File: src/rtl/i2c_seq_pkg.sv
package i2c_seq_pkg;
  localparam int REG_W      = 8;
  localparam int BIT_INTEN  = 7;
  localparam int BIT_BUSEN  = 6;
  localparam int BIT_START  = 5;
  localparam int BIT_STOP   = 4;
  localparam int BIT_FLAG   = 3;
  localparam int BIT_ACKEN  = 2;
  localparam int RSVD_W     = BIT_ACKEN;

  typedef struct packed {
    logic clrStart;
    logic clrStop;
  } ctlStrobe_t;

  typedef enum logic [2:0] {
    ACT_NONE,
    ACT_STOP,
    ACT_LSTOP,
    ACT_START,
    ACT_RSTART
  } seqAct_t;
endpackage

File: src/rtl/i2c_seq_regs.sv
module i2c_seq_regs
  import i2c_seq_pkg::*;
(
  input  logic             clk,
  input  logic             rstN,
  input  logic             regWrEn,
  input  logic [REG_W-1:0] regWrData,
  input  logic             stateEnter,
  input  logic             stateIsIdle,
  input  ctlStrobe_t       strobe,
  output logic [REG_W-1:0] regRdData,
  output logic             busEn,
  output logic             startReq,
  output logic             stopReq,
  output logic             irq,
  output logic             sclHold,
  output logic             cmdRelease,
  output logic             ackValue
);
  logic intEn, irqFlag, ackEn;
  logic flagSet, flagClr;

  // engine entries count only while the bus side is enabled
  assign flagSet = stateEnter && !stateIsIdle && busEn;
  assign flagClr = regWrEn && !regWrData[BIT_FLAG];

  always_ff @(posedge clk) begin
    if (!rstN) begin
      intEn      <= 1'b0;
      busEn      <= 1'b0;
      startReq   <= 1'b0;
      stopReq    <= 1'b0;
      irqFlag    <= 1'b0;
      ackEn      <= 1'b0;
      cmdRelease <= 1'b0;
    end else begin
      if (regWrEn) begin
        intEn <= regWrData[BIT_INTEN];
        busEn <= regWrData[BIT_BUSEN];
        ackEn <= regWrData[BIT_ACKEN];
      end
      // request bits: a written 1 sets, a written 0 is ignored, issue clears
      startReq <= (startReq && !strobe.clrStart) ||
                  (regWrEn && regWrData[BIT_START]);
      stopReq  <= (stopReq && !strobe.clrStop) ||
                  (regWrEn && regWrData[BIT_STOP]);
      // engine set has priority over a CPU clear
      if (flagSet)      irqFlag <= 1'b1;
      else if (flagClr) irqFlag <= 1'b0;
      cmdRelease <= irqFlag && flagClr && !flagSet;
    end
  end

  always_comb begin
    regRdData            = '0;
    regRdData[BIT_INTEN] = intEn;
    regRdData[BIT_BUSEN] = busEn;
    regRdData[BIT_START] = startReq;
    regRdData[BIT_STOP]  = stopReq;
    regRdData[BIT_FLAG]  = irqFlag;
    regRdData[BIT_ACKEN] = ackEn;
  end

  assign irq      = irqFlag && intEn;
  assign sclHold  = irqFlag;
  assign ackValue = ackEn;
endmodule

File: src/rtl/i2c_seq_ctl.sv
module i2c_seq_ctl
  import i2c_seq_pkg::*;
(
  input  logic       clk,
  input  logic       rstN,
  input  logic       busEn,
  input  logic       startReq,
  input  logic       stopReq,
  input  logic       isMaster,
  input  logic       slaveActive,
  input  logic       busFree,
  input  logic       byteSent,
  input  logic       addrMatch,
  input  logic       genCallSeen,
  input  logic       gcEnable,
  output ctlStrobe_t strobe,
  output logic       cmdStart,
  output logic       cmdRepStart,
  output logic       cmdStop,
  output logic       cmdLocalStop,
  output logic       addrAccept
);
  seqAct_t act;
  logic    sentAny;
  logic    anyCmd;

  // decide one action per cycle; stop always ranks above start
  always_comb begin
    act = ACT_NONE;
    if (busEn) begin
      if (stopReq) begin
        act = isMaster ? ACT_STOP : ACT_LSTOP;
      end else if (startReq) begin
        if (isMaster) begin
          if (sentAny) act = ACT_RSTART;
        end else if (busFree && !slaveActive) begin
          act = ACT_START;
        end
      end
    end
  end

  assign cmdStart     = (act == ACT_START);
  assign cmdRepStart  = (act == ACT_RSTART);
  assign cmdStop      = (act == ACT_STOP);
  assign cmdLocalStop = (act == ACT_LSTOP);
  assign anyCmd       = (act != ACT_NONE);

  assign strobe.clrStart = cmdStart || cmdRepStart;
  assign strobe.clrStop  = cmdStop || cmdLocalStop;

  // tracks whether a byte went out in the current master phase
  always_ff @(posedge clk) begin
    if (!rstN)                   sentAny <= 1'b0;
    else if (anyCmd || !isMaster) sentAny <= 1'b0;
    else if (byteSent)            sentAny <= 1'b1;
  end

  assign addrAccept = busEn && (addrMatch || (genCallSeen && gcEnable));
endmodule

File: src/rtl/i2c_cmd_seq.sv
module i2c_cmd_seq
  import i2c_seq_pkg::*;
(
  input  logic             clk,
  input  logic             rstN,
  input  logic             regWrEn,
  input  logic [REG_W-1:0] regWrData,
  output logic [REG_W-1:0] regRdData,
  input  logic             gcEnable,
  input  logic             busFree,
  input  logic             isMaster,
  input  logic             slaveActive,
  input  logic             stateEnter,
  input  logic             stateIsIdle,
  input  logic             byteSent,
  input  logic             addrMatch,
  input  logic             genCallSeen,
  output logic             irq,
  output logic             sclHold,
  output logic             busActive,
  output logic             cmdStart,
  output logic             cmdRepStart,
  output logic             cmdStop,
  output logic             cmdLocalStop,
  output logic             cmdRelease,
  output logic             ackValue,
  output logic             addrAccept
);
  ctlStrobe_t strobe;
  logic busEn, startReq, stopReq;

  i2c_seq_regs u_regs (
    .clk(clk), .rstN(rstN), .regWrEn(regWrEn), .regWrData(regWrData),
    .stateEnter(stateEnter), .stateIsIdle(stateIsIdle), .strobe(strobe),
    .regRdData(regRdData), .busEn(busEn), .startReq(startReq),
    .stopReq(stopReq), .irq(irq), .sclHold(sclHold),
    .cmdRelease(cmdRelease), .ackValue(ackValue)
  );

  i2c_seq_ctl u_ctl (
    .clk(clk), .rstN(rstN), .busEn(busEn), .startReq(startReq),
    .stopReq(stopReq), .isMaster(isMaster), .slaveActive(slaveActive),
    .busFree(busFree), .byteSent(byteSent), .addrMatch(addrMatch),
    .genCallSeen(genCallSeen), .gcEnable(gcEnable), .strobe(strobe),
    .cmdStart(cmdStart), .cmdRepStart(cmdRepStart), .cmdStop(cmdStop),
    .cmdLocalStop(cmdLocalStop), .addrAccept(addrAccept)
  );

  assign busActive = busEn;
endmodule

File: config.mk
export PLATFORM = sky130hd
export DESIGN_NAME = i2c_cmd_seq
export DESIGN_NICKNAME = d
export VERILOG_FILES = /design/src/rtl/i2c_seq_pkg.sv /design/src/rtl/i2c_seq_regs.sv /design/src/rtl/i2c_seq_ctl.sv /design/src/rtl/i2c_cmd_seq.sv
export SDC_FILE = /design/constraint.sdc
export NUM_CORES = 1
export LEC_CHECK = 0
export BUFFER_PORTS_ARGS = -buffer_cell sky130_fd_sc_hd__buf_4
export CORE_AREA = 2 2 39 41
export CTS_BUF_LIST = sky130_fd_sc_hd__clkbuf_4
export DETAILED_ROUTE_END_ITERATION = 8
export DIE_AREA = 0 0 41 43
export GPL_TIMING_DRIVEN = 1
export PLACE_DENSITY = 0.73
export SLEW_MARGIN = 20
export SYNTH_ARGS = -nofsm -noshare
export SYNTH_HDL_FRONTEND = slang
export SYNTH_HIERARCHICAL = 1
export SYNTH_SLANG_ARGS = --single-unit
File: constraint.sdc
create_clock -name clk -period 1.1 [get_ports clk]
set_input_delay 0.11 -clock clk [delete_from_list [all_inputs] [get_ports clk]]
set_output_delay 0.11 -clock clk [all_outputs]
set_load 0.005 [all_outputs]
# Word-level counts from Yosys, hierarchy flattened
# Cells that the tools add are included.
totals:
  regBits: 8
  in_bits: 20
  out_inout_bits: 18
  word_cells: 51
op_classes:
  eq_ne: 4
  muxes: 9
  bitwise_logic: 1
  reduce_logical: 29
ops:
  columns: ["cell", "n"]
  rows:
  - ["$mux W3", 5]
  - ["$logic_and A1 B1 Y1", 13]
  - ["$logic_not A1 Y1", 7]
  - ["$eq A3 B2 Y1 const B", 2]
  - ["$logic_or A1 B1 Y1", 6]
  - ["$mux W2", 2]
  - ["$eq A3 B1 Y1 const B", 1]
  - ["$eq A3 B3 Y1 const B", 1]
  - ["$reduce_bool A3 Y1", 1]
  - ["$mux W1", 2]
  - ["$reduce_bool A2 Y1", 1]
  - ["$reduce_or A2 Y1", 1]
  - ["$not A1 Y1", 1]

# Longest topological paths before layout
# Gate-level depths: netlist of run 1.
depth:
  ltp_word: 12
  depth_mapped: 4
  depth_no_buf: 4

# By module
# Netlist of run 1, hierarchy kept.
by_module_without_submodules:
  columns: ["mod", "instances", "cells_per_inst", "area_each_um2", "seq_area_each_um2"]
  rows:
  - ["i2c_seq_regs", 1, 36, 354.1, 140.1]
  - ["i2c_seq_ctl", 1, 15, 107.6, 20.0]

# Worst setup path before layout of run 1
# OpenSTA, ideal clock, no wires.
synth_timing:
  path_kind: "register to register"
  startpoint: "register u_regs.busEn"
  endpoint: "register u_regs.startReq"
  setup_time_ns: 0.116
  t_arrival_ns: 0.837
  required_time_ns: 0.984
  setup_slack_ns: 0.146
  path_stages_with_launch: 5
  synth_period_minus_slack_ns: 0.954
  path_cell_list: "dfxtp_1 nand3b_1 a21oi_2 nand2b_1 a21boi_1"
synth_lines:
  columns: ["element", "line", "source"]
  rows:
  - ["start, declared", "i2c_seq_regs.sv:12", "output logic busEn,"]
  - ["start signal, assigned", "i2c_seq_regs.sv:39", "busEn <= regWrData[BIT_BUSEN];"]
  - ["end signal, assigned", "i2c_seq_regs.sv:43", "startReq <= (startReq && !strobe.clrStart) ||"]
  - ["end, declared", "i2c_seq_regs.sv:13", "output logic startReq,"]

# Worst setup path in the final report of run 1
layout_timing:
  startpoint: "register u_regs.stopReq"
  endpoint: "output port cmdRepStart"
layout_via:
  elab_chain_len: 3
layout_rtl:
  columns: ["element", "line", "source"]
  rows:
  - ["start, declared", "i2c_seq_regs.sv:14", "output logic stopReq,"]
  - ["start signal, assigned", "i2c_seq_regs.sv:45", "stopReq <= (stopReq && !strobe.clrStop) ||"]
  - ["$mux W3", "i2c_seq_ctl.sv:31", "if (stopReq) begin"]
  - ["$mux W3", "i2c_seq_ctl.sv:30", "if (busEn) begin"]
  - ["$eq A3 B3 Y1", "i2c_seq_ctl.sv:44", "assign cmdRepStart = (act == ACT_RSTART);"]
  - ["end, declared", "i2c_cmd_seq.sv:22", "output logic cmdRepStart,"]
# Every way passes these cells.

==> impl.org, run 1 <==
** Power and ir drop
- Combinational logic is responsible for 21.4% of the overall power.
- Share of power burned in the clock network :: 32.0%
- Net switching is 22.7% of the power.
- Internal power comes to 527 uW.
- For this design the static power due to leakage is 0.382 nW.
- Power per standard cell area :: around 940 mW/mm2
- IR analysis of the VDD net gives a maximum drop of 0.866 mV.
- For this design the total switching power over the nets is 155 uW.
- Sequential cell fraction of total power :: 46.6%

** Global routing
- Across every metal layer, demand over resource in global routing totals 12.9%.
- Global route overflow :: 0
- The number of antenna violations at the first check in global routing is 0.
- The number of global-route vias before repair was 358.
- Entering global routing, the biggest net connects 9 pins.
- The first global-routing pass estimated 1.52 mm of wire.

** Timing
- Final-layout setup total negative slack :: -0.0555 ns
- In the finished design, the share of the clock period the worst path needs comes to 103%.
- Max Clock Freq :: roughly 880 MHz
- Setup Viol. Count Final :: 2
- The number of failing hold endpoints at the final stage came to 0.
- Crit path time final :: 1.13 ns
- Hold is met by 0.106 ns.
- Post-layout worst setup margin :: -0.0300 ns
- Setup repair after global routing could not meet its margin everywhere.
- Worst setup skew after layout :: about 0.0013 ns
- Max-slew violation count :: 0

** Critical path
- Largest fanout on the critical path :: 5
- Data on the critical path is required at its endpoint by 0.99 ns.
- The worst setup path is of the reg2out kind.
- The worst setup path is launched from a flip-flop.
- Endpoint type of the worst setup path :: output port
- For the worst setup path, the data arrival time is 1.02 ns.

** CTS
- Clock tree buffer depth :: 2
- Inserted Clock Buffers :: 3
- Hold repair after CTS inserted 0 buffers.
- The tree is rooted in a sky130_fd_sc_hd__clkbuf_4.
- Clock latency on the worst-skew pair, taken at its later pin, is 0.25 ns.
- Clock tree from TritonCTS :: done
- In this run the number of H-tree levels came out at 1.
- Register clock-pin slew on the reported worst setup and hold paths :: 0.05 ns
- For this design, the sink count on the clock tree is 8.

** Floorplan
- Die Outline Area :: 0.00176 mm2
- The floorplan has 14 rows.
- Die boundary width :: 41 um
- For this design the top-level I/O count stands at 38.
- Initial standard-cell utilization of the core :: 33.4%
- The die is roughly 43 um tall.
- The total area inside the core boundary comes to between 0.001 and 0.0015 mm2.

** Finish
- After the flow finishes, the layout carries non-filler instances totaling 98.
- Share of post-route cells with drive strength above 1 :: 56.1%
- Number of fillers in the final layout :: 140
- Final net count :: 104
- The area growth from synthesis to layout is 56.9%.
- Count of inserted antenna diode cells :: 0

** Synth
- The cell count after synthesis came out at 51.
- In this run the biggest area consumer among cell types represents 34.7% of the synthesized area.
- Share of flip-flops with an asynchronous set or reset :: 0%
- The commonest cells after synthesis are sky130_fd_sc_hd__buf_4, sky130_fd_sc_hd__dfxtp_1, sky130_fd_sc_hd__nand2_1, sky130_fd_sc_hd__nor2b_1.
- After synthesis the cells add up to 462 um2.
- The number of different library cells used by synthesis comes to 22.
- Post-synthesis sequential element count :: 8
- In the synthesized netlist the dominant register cell turns out to be sky130_fd_sc_hd__dfxtp_1.
- The synthesized design spends more area on one cell type than any other, namely sky130_fd_sc_hd__dfxtp_1.
- In this run, synthesis inferred 0 flip-flops with an integrated enable.
- Total number of yosys warnings :: 6
- sky130_fd_sc_hd__buf_4 is the most common cell in the netlist.
- Dominant cells by area after synthesis :: sky130_fd_sc_hd__dfxtp_1, sky130_fd_sc_hd__buf_4, sky130_fd_sc_hd__mux2i_1, sky130_fd_sc_hd__nor2b_1, sky130_fd_sc_hd__o211a_1
- Averaged over all synthesized cells, the footprint is 9.05 um2.
- Sequential share of the synthesized area :: 34.7%

** Status
- Result of the run :: finished, violations left
- Violated checks :: setup timing

** Routing
- Total wirelength of the detailed-routed design :: 1.02 mm
- DR vias :: 443
- DRC violation count after routing :: 0
- Iteration count of the initial detailed-routing pass :: 2
- Detailed router's first-iteration violation count :: 4
- WL/cell :: 10.4 um
- After detailed routing, the number of vias per cell comes to 4.52.
- Antenna viol nets, final :: 0

** Place
- The congestion estimate from routability-driven global placement came to 0.757.
- Timing analysis after detailed placement gives a worst setup slack of 0.0630 ns.
- Number of buffer cells added on primary ports :: 33
- Detailed placement ended at an HPWL of 798 um.
- Number of cells after detailed placement :: 93

** Worst hold path
- The path class of the tightest hold or removal check is in2reg.

** Run
- Max-capacitance violation count :: 0
final timing paths:
path | to | slack, ns | cells after the start | startpoint
worst max-delay path | cmdRepStart | -0.03 | 3 | u_regs/stopReq
worst min-delay path | u_regs/stopReq | 0.11 | 3 | regWrData[4]
worst max register to register | u_regs/startReq | 0.03 | 5 | u_regs/stopReq
worst min register to register | u_regs/stopReq | 0.49 | 2 | u_regs/stopReq
final cells by class:
| cell class | instances | area, um2 | share of cell area [%] |
|---|---|---|---|
| Clock buffer | 3 | 22.5 | 3.11 |
| Inverter | 1 | 3.75 | 0.518 |
| Multi-Input combinational cell | 34 | 241 | 33.3 |
| Sequential cell | 8 | 163 | 22.5 |
| Tap cell | 16 | 20.0 | 2.76 |
| Timing Repair Buffer | 36 | 274 | 37.8 |
power by group through the flow:
stage	combinational, mW	sequential, mW	clock (mW)
after floorplan	0.0689	0.322	0
after global placement	0.136	0.322	0
after detailed placement	0.138	0.322	0
after CTS	0.140	0.317	0.229
after global routing	0.160	0.320	0.248
final	0.146	0.318	0.219
sequential cells by signal, indices dropped and copies added (netlist names):
register / flops
u_regs/ackValue: 1
u_regs/cmdRelease: 1
u_regs/intEn: 1
u_ctl/sentAny: 1
u_regs/sclHold: 1
u_regs/stopReq: 1
u_regs/busEn: 1
u_regs/startReq: 1
per-layer routing:
layer | share of wire (%) | up-vias | global-route usage, %
met5 | 0 | - | 0
met1 | 39 | 199 | 15.6
met2 | 50 | 19 | 17.5
li1 | - | 223 | -
met3 | 9.7 | 2 | 7.85
met4 | 1.4 | 0 | 6.00
stage by stage:
step	area [um2]	util (%)	power, mW
floorplan	465	-	0.391
CTS	706	51.0	0.686
global route	724	52.4	0.728
finish	724	52.4	0.682
detailed placement	673	48.6	0.460
global placement	673	48.6	0.458
placed cells by master (no fill, tap or decap):
cell / n
sky130_fd_sc_hd__buf_6: 1
sky130_fd_sc_hd__and3_1: 1
sky130_fd_sc_hd__a21boi_1: 2
sky130_fd_sc_hd__inv_1: 1
sky130_fd_sc_hd__nor3b_2: 1
sky130_fd_sc_hd__nor2_1: 3
sky130_fd_sc_hd__nor2b_4: 2
sky130_fd_sc_hd__or3b_4: 1
sky130_fd_sc_hd__nand2_1: 5
sky130_fd_sc_hd__dfxtp_1: 6
sky130_fd_sc_hd__mux2i_1: 3
sky130_fd_sc_hd__o21ai_1: 1
sky130_fd_sc_hd__dfxtp_2: 2
sky130_fd_sc_hd__and2_1: 1
sky130_fd_sc_hd__nand4b_1: 1
sky130_fd_sc_hd__conb_1: 2
sky130_fd_sc_hd__clkbuf_4: 3
sky130_fd_sc_hd__nor2b_1: 3
sky130_fd_sc_hd__a21oi_1: 1
sky130_fd_sc_hd__buf_4: 35
sky130_fd_sc_hd__nand2b_1: 2
sky130_fd_sc_hd__o211a_1: 2
sky130_fd_sc_hd__nand3b_1: 1
sky130_fd_sc_hd__and3b_1: 1
sky130_fd_sc_hd__a21oi_2: 1
worst max-delay path: stages (launching register included):
cell                       delay, ns
sky130_fd_sc_hd__dfxtp_2        0.33
sky130_fd_sc_hd__nand3b_1       0.21
sky130_fd_sc_hd__nor2_1         0.12
sky130_fd_sc_hd__buf_4          0.11
what timing repair did:
item / 4_1_cts / 5_1_grt
setup buffers: 1 / 1
endpoints found under the setup margin: 3 / 5
pin swaps: 2 / 1
resized for setup: 2 / 2
cells by family (layout without fill, tap and decap cells):
kind of cell	Yosys count	count (layout)	share of synthesized area (%)
AOI/OAI and AO/OA	7	7	11.7
buffers and inverters	10	40	15.4
DFF	8	8	34.7
muxes	3	3	6.50
other	1	2	0.812
and+or+nand+nor	22	22	30.9
Note: power is estimated with default switching activity, not from simulation.
==> run 2: changes to the inputs <==
Settings changed: ABC_AREA set to 1, PLACE_DENSITY 0.73 to 0.76.
==> impl.org, run 2 <==
** CTS
- Clock tree from TritonCTS :: done
- The number of buffers created by CTS is 3 (unchanged).
- Register clock-pin slew on the reported worst setup and hold paths :: 0.05 ns (about the same)
- The clock latency on the worst-skew pair came to 0.25 ns (about the same).
- Number of sinks handled by clock tree synthesis :: 8 (unchanged)
- The largest buffer count on any clock path is 2 (unchanged).
- The root buffer cell chosen for the clock tree is sky130_fd_sc_hd__clkbuf_4.
- The hold-fix buffer count after cts is 0 (unchanged).
- The H-tree depth reported by CTS came to 1 (unchanged).

** Routing
- DR vias :: 596 (+35%)
- Antenna viol nets, final :: 0 (unchanged)
- WL/cell :: 8.84 um (-15%)
- The DRC violations left is 0 (unchanged).
- After detailed routing, no signal wire sits above met4.
- Via-per-instance ratio :: 4.35 (-3.8%)
- The total routed wirelength is 1.21 mm (+18%).
- The total met3 wirelength after detailed routing came to 101 um (+2.0%).
- The total routed wire length on the met1 layer came to 505 um (+26%).
- The count of routing violations after the opening detailed-route iteration came to 2 (-2).
- Iteration count of the initial detailed-routing pass :: 3 (+1)
- Detail Route met2 WL :: 579 um (+14%)

** Floorplan
- The die outline height is 43 um (unchanged).
- The effective utilization at floorplan was 35.8% (+2.4 points).
- IO Pins :: 38 (unchanged)
- The x dimension of the die is 41 um (unchanged).
- Total core area :: 0.00138 mm2 (unchanged)
- The number of rows in the core area is 14 (unchanged).
- Die Outline Area :: 0.00176 mm2 (unchanged)

** Synth
- Post-synthesis sequential element count :: 8 (unchanged)
- Most numerous cell types in the synthesized netlist :: sky130_fd_sc_hd__nand2_1, sky130_fd_sc_hd__inv_1, sky130_fd_sc_hd__nor2_1, sky130_fd_sc_hd__buf_4, sky130_fd_sc_hd__dfxtp_1
- Most common cell in the synthesized netlist :: sky130_fd_sc_hd__nand2_1
- Sequential share of the synthesized area :: 32.3% (-2.4 points)
- Post-synth cell types :: 14 (-36%)
- Area share of the leading cell type in the synthesized netlist :: 32.3% (-2.4 points)
- The mean instance size in the synthesized netlist is 6.04 um2 (-33%).
- Top_reg_cell synth :: sky130_fd_sc_hd__dfxtp_1
- The number of flops mapped to enable cells by yosys is 0 (unchanged).
- The yosys synthesis warning count was 6 (unchanged).
- sky130_fd_sc_hd__dfxtp_1 takes more of the synthesized area than any other cell.
- Number of instances in the synthesized netlist :: 82 (+61%)
- Share of flip-flops with an asynchronous set or reset :: 0% (unchanged)
- The cell area after synthesis is 495 um2 (+7.3%).
- Dominant cells by area after synthesis :: sky130_fd_sc_hd__dfxtp_1, sky130_fd_sc_hd__nand2_1, sky130_fd_sc_hd__buf_4, sky130_fd_sc_hd__inv_1, sky130_fd_sc_hd__nor2_1

** Finish
- Final net count :: 143 (+38%)
- The number of fill cells was 144 (+2.9%).
- Non-Filler Cell Area, Final :: 836 um2 (+15%)
- Area delta synth->final :: 68.7%
- The library cell used most frequently in the layout, excluding fill and tap cells, is sky130_fd_sc_hd__buf_4.
- Leading cell types in the layout, fill and taps excluded :: sky130_fd_sc_hd__buf_4, sky130_fd_sc_hd__nand2_1, sky130_fd_sc_hd__inv_1, sky130_fd_sc_hd__nor2_1, sky130_fd_sc_hd__dfxtp_1
- The layout cell share with drive strength beyond 1 came to 49.6% (-6.5 points).
- The non-filler instance count after layout is 137 (+40%).
- The number of inserted diodes is 0 (unchanged).

** Power and ir drop
- The share of total power in combinational logic came to 26.4% (+5.0 points).
- The switching power is 188 uW (+21%).
- The power per unit of standard cell area came to 883 mW/mm2 (-6.2%).
- The leakage power was 0.501 nW (+31%).
- Share of power burned in the clock network :: 29.9% (-2.1 points)
- The internal power of the cells was 550 uW (+4.3%).
- Worst vdd ir :: 0.585 mV (-33%)
- Sequential cell fraction of total power :: 43.7% (-2.9 points)
- Fraction of power spent switching nets :: 25.5% (+2.8 points)

** Place
- The placer's final routability congestion estimate is 0.655 (-13%).
- The half-perimeter wire length after detailed placement came to 925 um (+16%).
- Placed standard-cell area :: 722 um2 (+7.2%)
- The number of placed instances, taps included was 126 (+35%).
- Number of buffer cells added on primary ports :: 33 (unchanged)

** Critical path
- Critical Path, Cell by Cell :: nand2_1 -> inv_1 -> nand2_1 -> nand2_1 -> nand4_1 -> inv_1 -> buf_4
- Crit path DAT :: 1.11 ns (+0.09 ns)
- Worst Path Class, Setup :: reg2out
- Endpoint type of the worst setup path :: output port
- The maximum fanout encountered on the critical timing path is 4 (-1).
- The logic depth of the worst register-to-register path was 10 (+5).
- Crit-path max cell delay :: 0.35 ns (+0.02 ns)
- The endpoint required time on the critical path came to 0.99 ns (about the same).
- Most frequent cell on the critical path :: sky130_fd_sc_hd__nand2_1
- STA classifies the critical path startpoint as a flip-flop.
- Slowest stage cell, crit path :: sky130_fd_sc_hd__dfxtp_2

** Timing
- The final number of setup-violating endpoints was 3 (+1).
- Number of hold-slack violations in the final timing report :: 0 (unchanged)
- The final worst setup slack is -0.117 ns (-0.0874 ns).
- Max Clock Freq :: 821 MHz (-7.2%)
- Worst setup skew after layout :: 0.00310 ns (+0.00175 ns)
- Max-slew violation count :: 0 (unchanged)
- Setup repair after global routing missed its margin :: yes
- Crit path time final :: 1.22 ns (+0.0874 ns)
- The final worst-path cycle share was 111% (+7.9 points).

** Status
- Violated checks :: setup timing
- The flow ran to the end, but the final reports show violations.

** Global routing
- All-Layer GR Usage :: 16.9% (+3.9 points)
- The number of global-route vias before repair was 527 (+47%).
- The pin count of the biggest net entering global routing is 10 (+1).
- First-pass GRT wire length :: 2.01 mm (+32%)
- The number of antenna violations at the first check in global routing is 0 (unchanged).
- Global route overflow :: 0 (unchanged)

** Run
- The reported max-cap violation count came to 0 (unchanged).

** Worst hold path
- Type of the worst min-delay path :: in2reg
- Depth of the worst hold-timing path :: 3 (unchanged)
[run 2: cell types whose count changed in the layout (fill, tap and decap cells not counted), sizes merged, moves of 3 or more]
cell,delta
inv,+16
nor2,+11
buf,+7
mux2i,-3
nand2,+17
nor2b,-5
nand4,+3
[run 2: final timing paths]
| path | from | slack, ns | to |
|---|---|---|---|
| max | u_regs/startReq | -0.12 | cmdStart |
| min | regWrData[2] | 0.08 | u_regs/ackValue |
| max reg2reg | u_regs/startReq | -0.03 | u_regs/startReq |
| min reg2reg | u_regs/startReq | 0.48 | u_regs/startReq |
[run 2: logic make-up after synthesis]
group | count (synthesis) | synth area share, %
and+or+nand+nor | 41 | 35.1
buffers and inverters | 26 | 25.8
DFF | 8 | 32.3
AOI/OAI and AO/OA | 6 | 6.06
other | 1 | 0.757
[run 2: routing by layer]
layer / vias to the layer above / global-route usage (%)
li1: 312 / -
met1: 256 / 20.6
met2: 26 / 25.9
met3: 2 / 3.14
met4: 0 / 10.0
met5: - / 0
[run 2: power by group through the flow]
stage          sequential, mW  clock (mW)  combinational [mW]
3_5_place_dp            0.327           0               0.162
6_report                0.323       0.220               0.195
2_1_floorplan           0.330           0              0.0720
3_3_place_gp            0.326           0               0.158
5_1_grt                 0.324       0.247               0.218
4_1_cts                 0.322       0.231               0.178
[run 2: critical path, delay by kind of cell (launching register included)]
kind          cells  cell delay [ns]
simple gates      4             0.28
flops             1             0.35
buf+inv           3             0.23
[run 2: final cells by class]
type | instances | area (um2) | area share (%)
clock buffers | 3 | 22.5 | 2.69
inverters | 18 | 70.1 | 8.38
multi-input cells | 49 | 221 | 26.5
flip-flops and latches | 8 | 164 | 19.6
well taps | 16 | 20.0 | 2.40
repair buffers | 43 | 338 | 40.4
[run 2: per-stage QoR]
step                power (mW)  utilization, %  TNS, ns  setup WS [ns]  hold WS, ns
CTS                      0.731            57.3   -0.100        -0.0977       0.0729
global route             0.789            60.4   -0.429         -0.217       0.0913
finish                   0.738            60.4   -0.153         -0.117       0.0798
detailed placement       0.489            52.2        0         0.0636        0.340
floorplan                0.402               -        0         0.0890        0.242
global placement         0.484            52.2        0          0.113        0.333
[run 2: repair_timing]
| action | in CTS | in global routing |
|---|---|---|
| pin swaps | 0 | 3 |
| gates resized for setup | 6 | 7 |
| setup endpoints to repair | 5 | 6 |
| buffers inserted | 5 | 3 |
==> run 3: changes to the inputs <==
Settings changed: CELL_PAD_IN_SITES_DETAIL_PLACEMENT set to 1, CELL_PAD_IN_SITES_GLOBAL_PLACEMENT set to 2, CORE_AREA 2 2 39 41 to unset, CORE_MARGIN set to 1.5, CORE_UTILIZATION set to 18, DIE_AREA 0 0 41 43 to unset, PLACE_DENSITY 0.76 to unset, PLACE_DENSITY_LB_ADDON set to 0.1, RECOVER_POWER set to 25.
==> impl.org, run 3 (synthesis gave the netlist of run 2 again) <==
** Status
- The run finished, with violations left.
- Violated checks :: setup timing

** Place
- The placer's final routability congestion estimate is 0.770 (+18%).
- Number of buffer cells added on primary ports :: 33 (unchanged)
- HPWL after detailed placement :: 1.10 mm (+19%)

** Timing
- The final clock skew was 0.00409 ns (+0.000997 ns).
- Number of hold-slack violations in the final timing report :: 0 (unchanged)
- The final number of setup-violating endpoints came to 3 (unchanged).
- Post-layout worst setup margin :: -0.112 ns (+0.00539 ns)
- Max-slew violation count :: 0 (unchanged)
- The final total negative setup slack came to -0.170 ns (-0.0170 ns).
- Crit path time final :: 1.21 ns (-0.00539 ns)
- Max Clock Freq :: 825 MHz (+0.44%)
- Final period util :: 110% (-0.49 points)
- Setup repair after global routing missed its margin :: yes

** Finish
- The core occupancy in the finished layout is 34.2% (-26 points).
- The library cell used most frequently in the layout, excluding fill and tap cells, is sky130_fd_sc_hd__buf_4.
- The layout cell share with drive strength beyond 1 came to 54.6% (+5.0 points).
- From synthesis to final layout, the design area changed by 75.8%.
- In the layout the commonest cells are sky130_fd_sc_hd__buf_4, sky130_fd_sc_hd__nand2_1, sky130_fd_sc_hd__inv_1, sky130_fd_sc_hd__nor2_1.
- Final net count :: 141 (-1.4%)
- The number of inserted diodes came to 0 (unchanged).

** Power and ir drop
- The leakage power came to 0.497 nW (-0.75%).
- Worst vdd ir :: 0.367 mV (-37%)
- Power per standard cell area :: 854 mW/mm2 (-3.3%)

** Global routing
- All-Layer GR Usage :: 9.64% (-7.2 points)
- The final global-route overflow total was 0 (unchanged).
- The global-route wire length before repair is 2.41 mm (+20%).
- Number of antenna violations at the first check in global routing :: 0 (unchanged)
- The number of global-route vias before repair came to 563 (+6.8%).
- The pin count of the biggest net entering global routing is 8 (-2).

** Critical path
- Crit-path max cell delay :: 0.34 ns (about the same)
- The worst register-to-register path ends at u_regs/startReq.
- The signal arrival time at the worst endpoint is 1.10 ns (about the same).
- The worst setup path is launched from a flip-flop.
- The worst register-to-register path begins at u_regs/startReq.
- Largest fanout on the critical path :: 3 (-1)
- Following the worst setup path forward leads to its endpoint at cmdStart.
- The critical path depth in cells was 7 (unchanged).
- Slack of the worst reg-to-reg path :: -0.02 ns (about the same)
- Worst setup startpoint :: u_regs/startReq
- The logic depth of the worst register-to-register path was 10 (unchanged).
- Endpoint type of the worst setup path :: output port
- Slowest stage cell, crit path :: sky130_fd_sc_hd__dfxtp_2
- The number of buffer and inverter stages on the critical path came to 3 (unchanged).
- Critical Path, Cell by Cell :: nand2_1 -> inv_1 -> nand2_1 -> nand2_2 -> nand4_1 -> inv_1 -> buf_4
- CP required :: 0.99 ns (about the same)
- The critical path is of the reg2out type.
- Critical path's top delay family :: flip-flops

** Floorplan
- IO Pins :: 38 (unchanged)
- Total core area :: 0.00254 mm2 (+84%)
- Die boundary height :: 55.5 um (+29%)
- Die Outline Area :: 0.00308 mm2 (+74%)
- The number of rows in the core area is 18 (+4).
- Initial standard-cell utilization of the core :: 19.5% (-16 points)
- Die boundary width :: 55.5 um (+35%)

** Routing
- Via-per-instance ratio :: 3.96 (-9.0%)
- Detailed router's first-iteration violation count :: 7 (+5)
- The remaining antenna violation count after routing was 0 (unchanged).
- The detailed-route wire length per cell was 9.67 um (+9.4%).
- The DRC violations left came to 0 (unchanged).
- Total wirelength of the detailed-routed design :: 1.44 mm (+19%)
- Iteration count of the initial detailed-routing pass :: 3 (unchanged)
- The via count is 590 (-1.0%).

** CTS
- Inserted Clock Buffers :: 3 (unchanged)
- Hold-fix buffers, CTS :: 0 (unchanged)
- Number of sinks handled by clock tree synthesis :: 8 (unchanged)
- Max H-tree Level :: 1 (unchanged)
- Clock tree buffer depth :: 2 (unchanged)
- The tree is rooted in a sky130_fd_sc_hd__clkbuf_4.
- TritonCTS built the clock tree.
- The clock-pin slew reported for the worst setup and hold paths after clock tree synthesis came to 0.06 ns (about the same).
- The clock latency on the worst-skew pair is 0.25 ns (about the same).

** Worst hold path
- In this run the most critical hold path is launched from regWrData[7].
- The path class of the tightest hold or removal check is in2reg.

** Run
- Max-capacitance violation count :: 0 (unchanged)
run 3: how the worst min path moves through the flow:
stage	endpoint	slack (ns)	cells after the start
floorplan	u_regs/startReq	0.24	2
global placement	u_regs/busEn	0.34	3
detailed placement	u_regs/intEn	0.35	3
CTS	u_regs/intEn	0.08	3
global route	u_regs/busEn	0.09	3
finish	u_regs/intEn	0.08	3
run 3: routing by layer:
| metal | routed length, um | vias to the layer above | GRT usage, % |
|---|---|---|---|
| li1 | - | 308 | - |
| met1 | 609 | 258 | 11.9 |
| met2 | 724 | 22 | 14.8 |
| met3 | 96 | 2 | 3.04 |
| met4 | 10 | 0 | 5.23 |
| met5 | 0 | - | 0 |
run 3: cell type report:
type | count | area, um2
well taps | 30 | 37.5
flip-flops and latches | 8 | 166
fillers | 344 | 1670
repair buffers | 41 | 334
inverters | 18 | 67.6
clock buffers | 3 | 22.5
multi-input cells | 49 | 243
run 3: stage by stage:
| step | area [um2] | hold slack [ns] | std cells | setup WS, ns | power [mW] |
|---|---|---|---|---|---|
| detailed placement | 747 | 0.347 | 141 | 0.0761 | 0.496 |
| finish | 871 | 0.0847 | 149 | -0.112 | 0.743 |
| CTS | 811 | 0.0753 | 147 | -0.107 | 0.745 |
| floorplan | 499 | 0.242 | 83 | 0.0890 | 0.402 |
| global placement | 747 | 0.339 | 141 | 0.0928 | 0.494 |
| global route | 871 | 0.0879 | 149 | -0.238 | 0.805 |
run 3: repair_timing:
action                     CTS  global route
hold endpoints to repair     0             0
pin swaps                    1             3
setup endpoints to repair    7             6
setup buffers                3             2
gates resized for setup      7            17
run 3: power by group:
part | internal (mW) | leakage (nW) | switching [mW]
sequential | 0.307 | 0.0672 | 0.0150
clock | 0.125 | 0.0138 | 0.100
combinational | 0.114 | 0.416 | 0.0829
total | 0.545 | 0.497 | 0.198
run 3: worst register-to-register path: cells and delay by family, from the launching register on:
family	cells	cell delay, ns
AO/OA/AOI/OAI	1	0.04
buffers and inverters	3	0.25
flip-flops	1	0.34
AND/OR/NAND/NOR	6	0.40
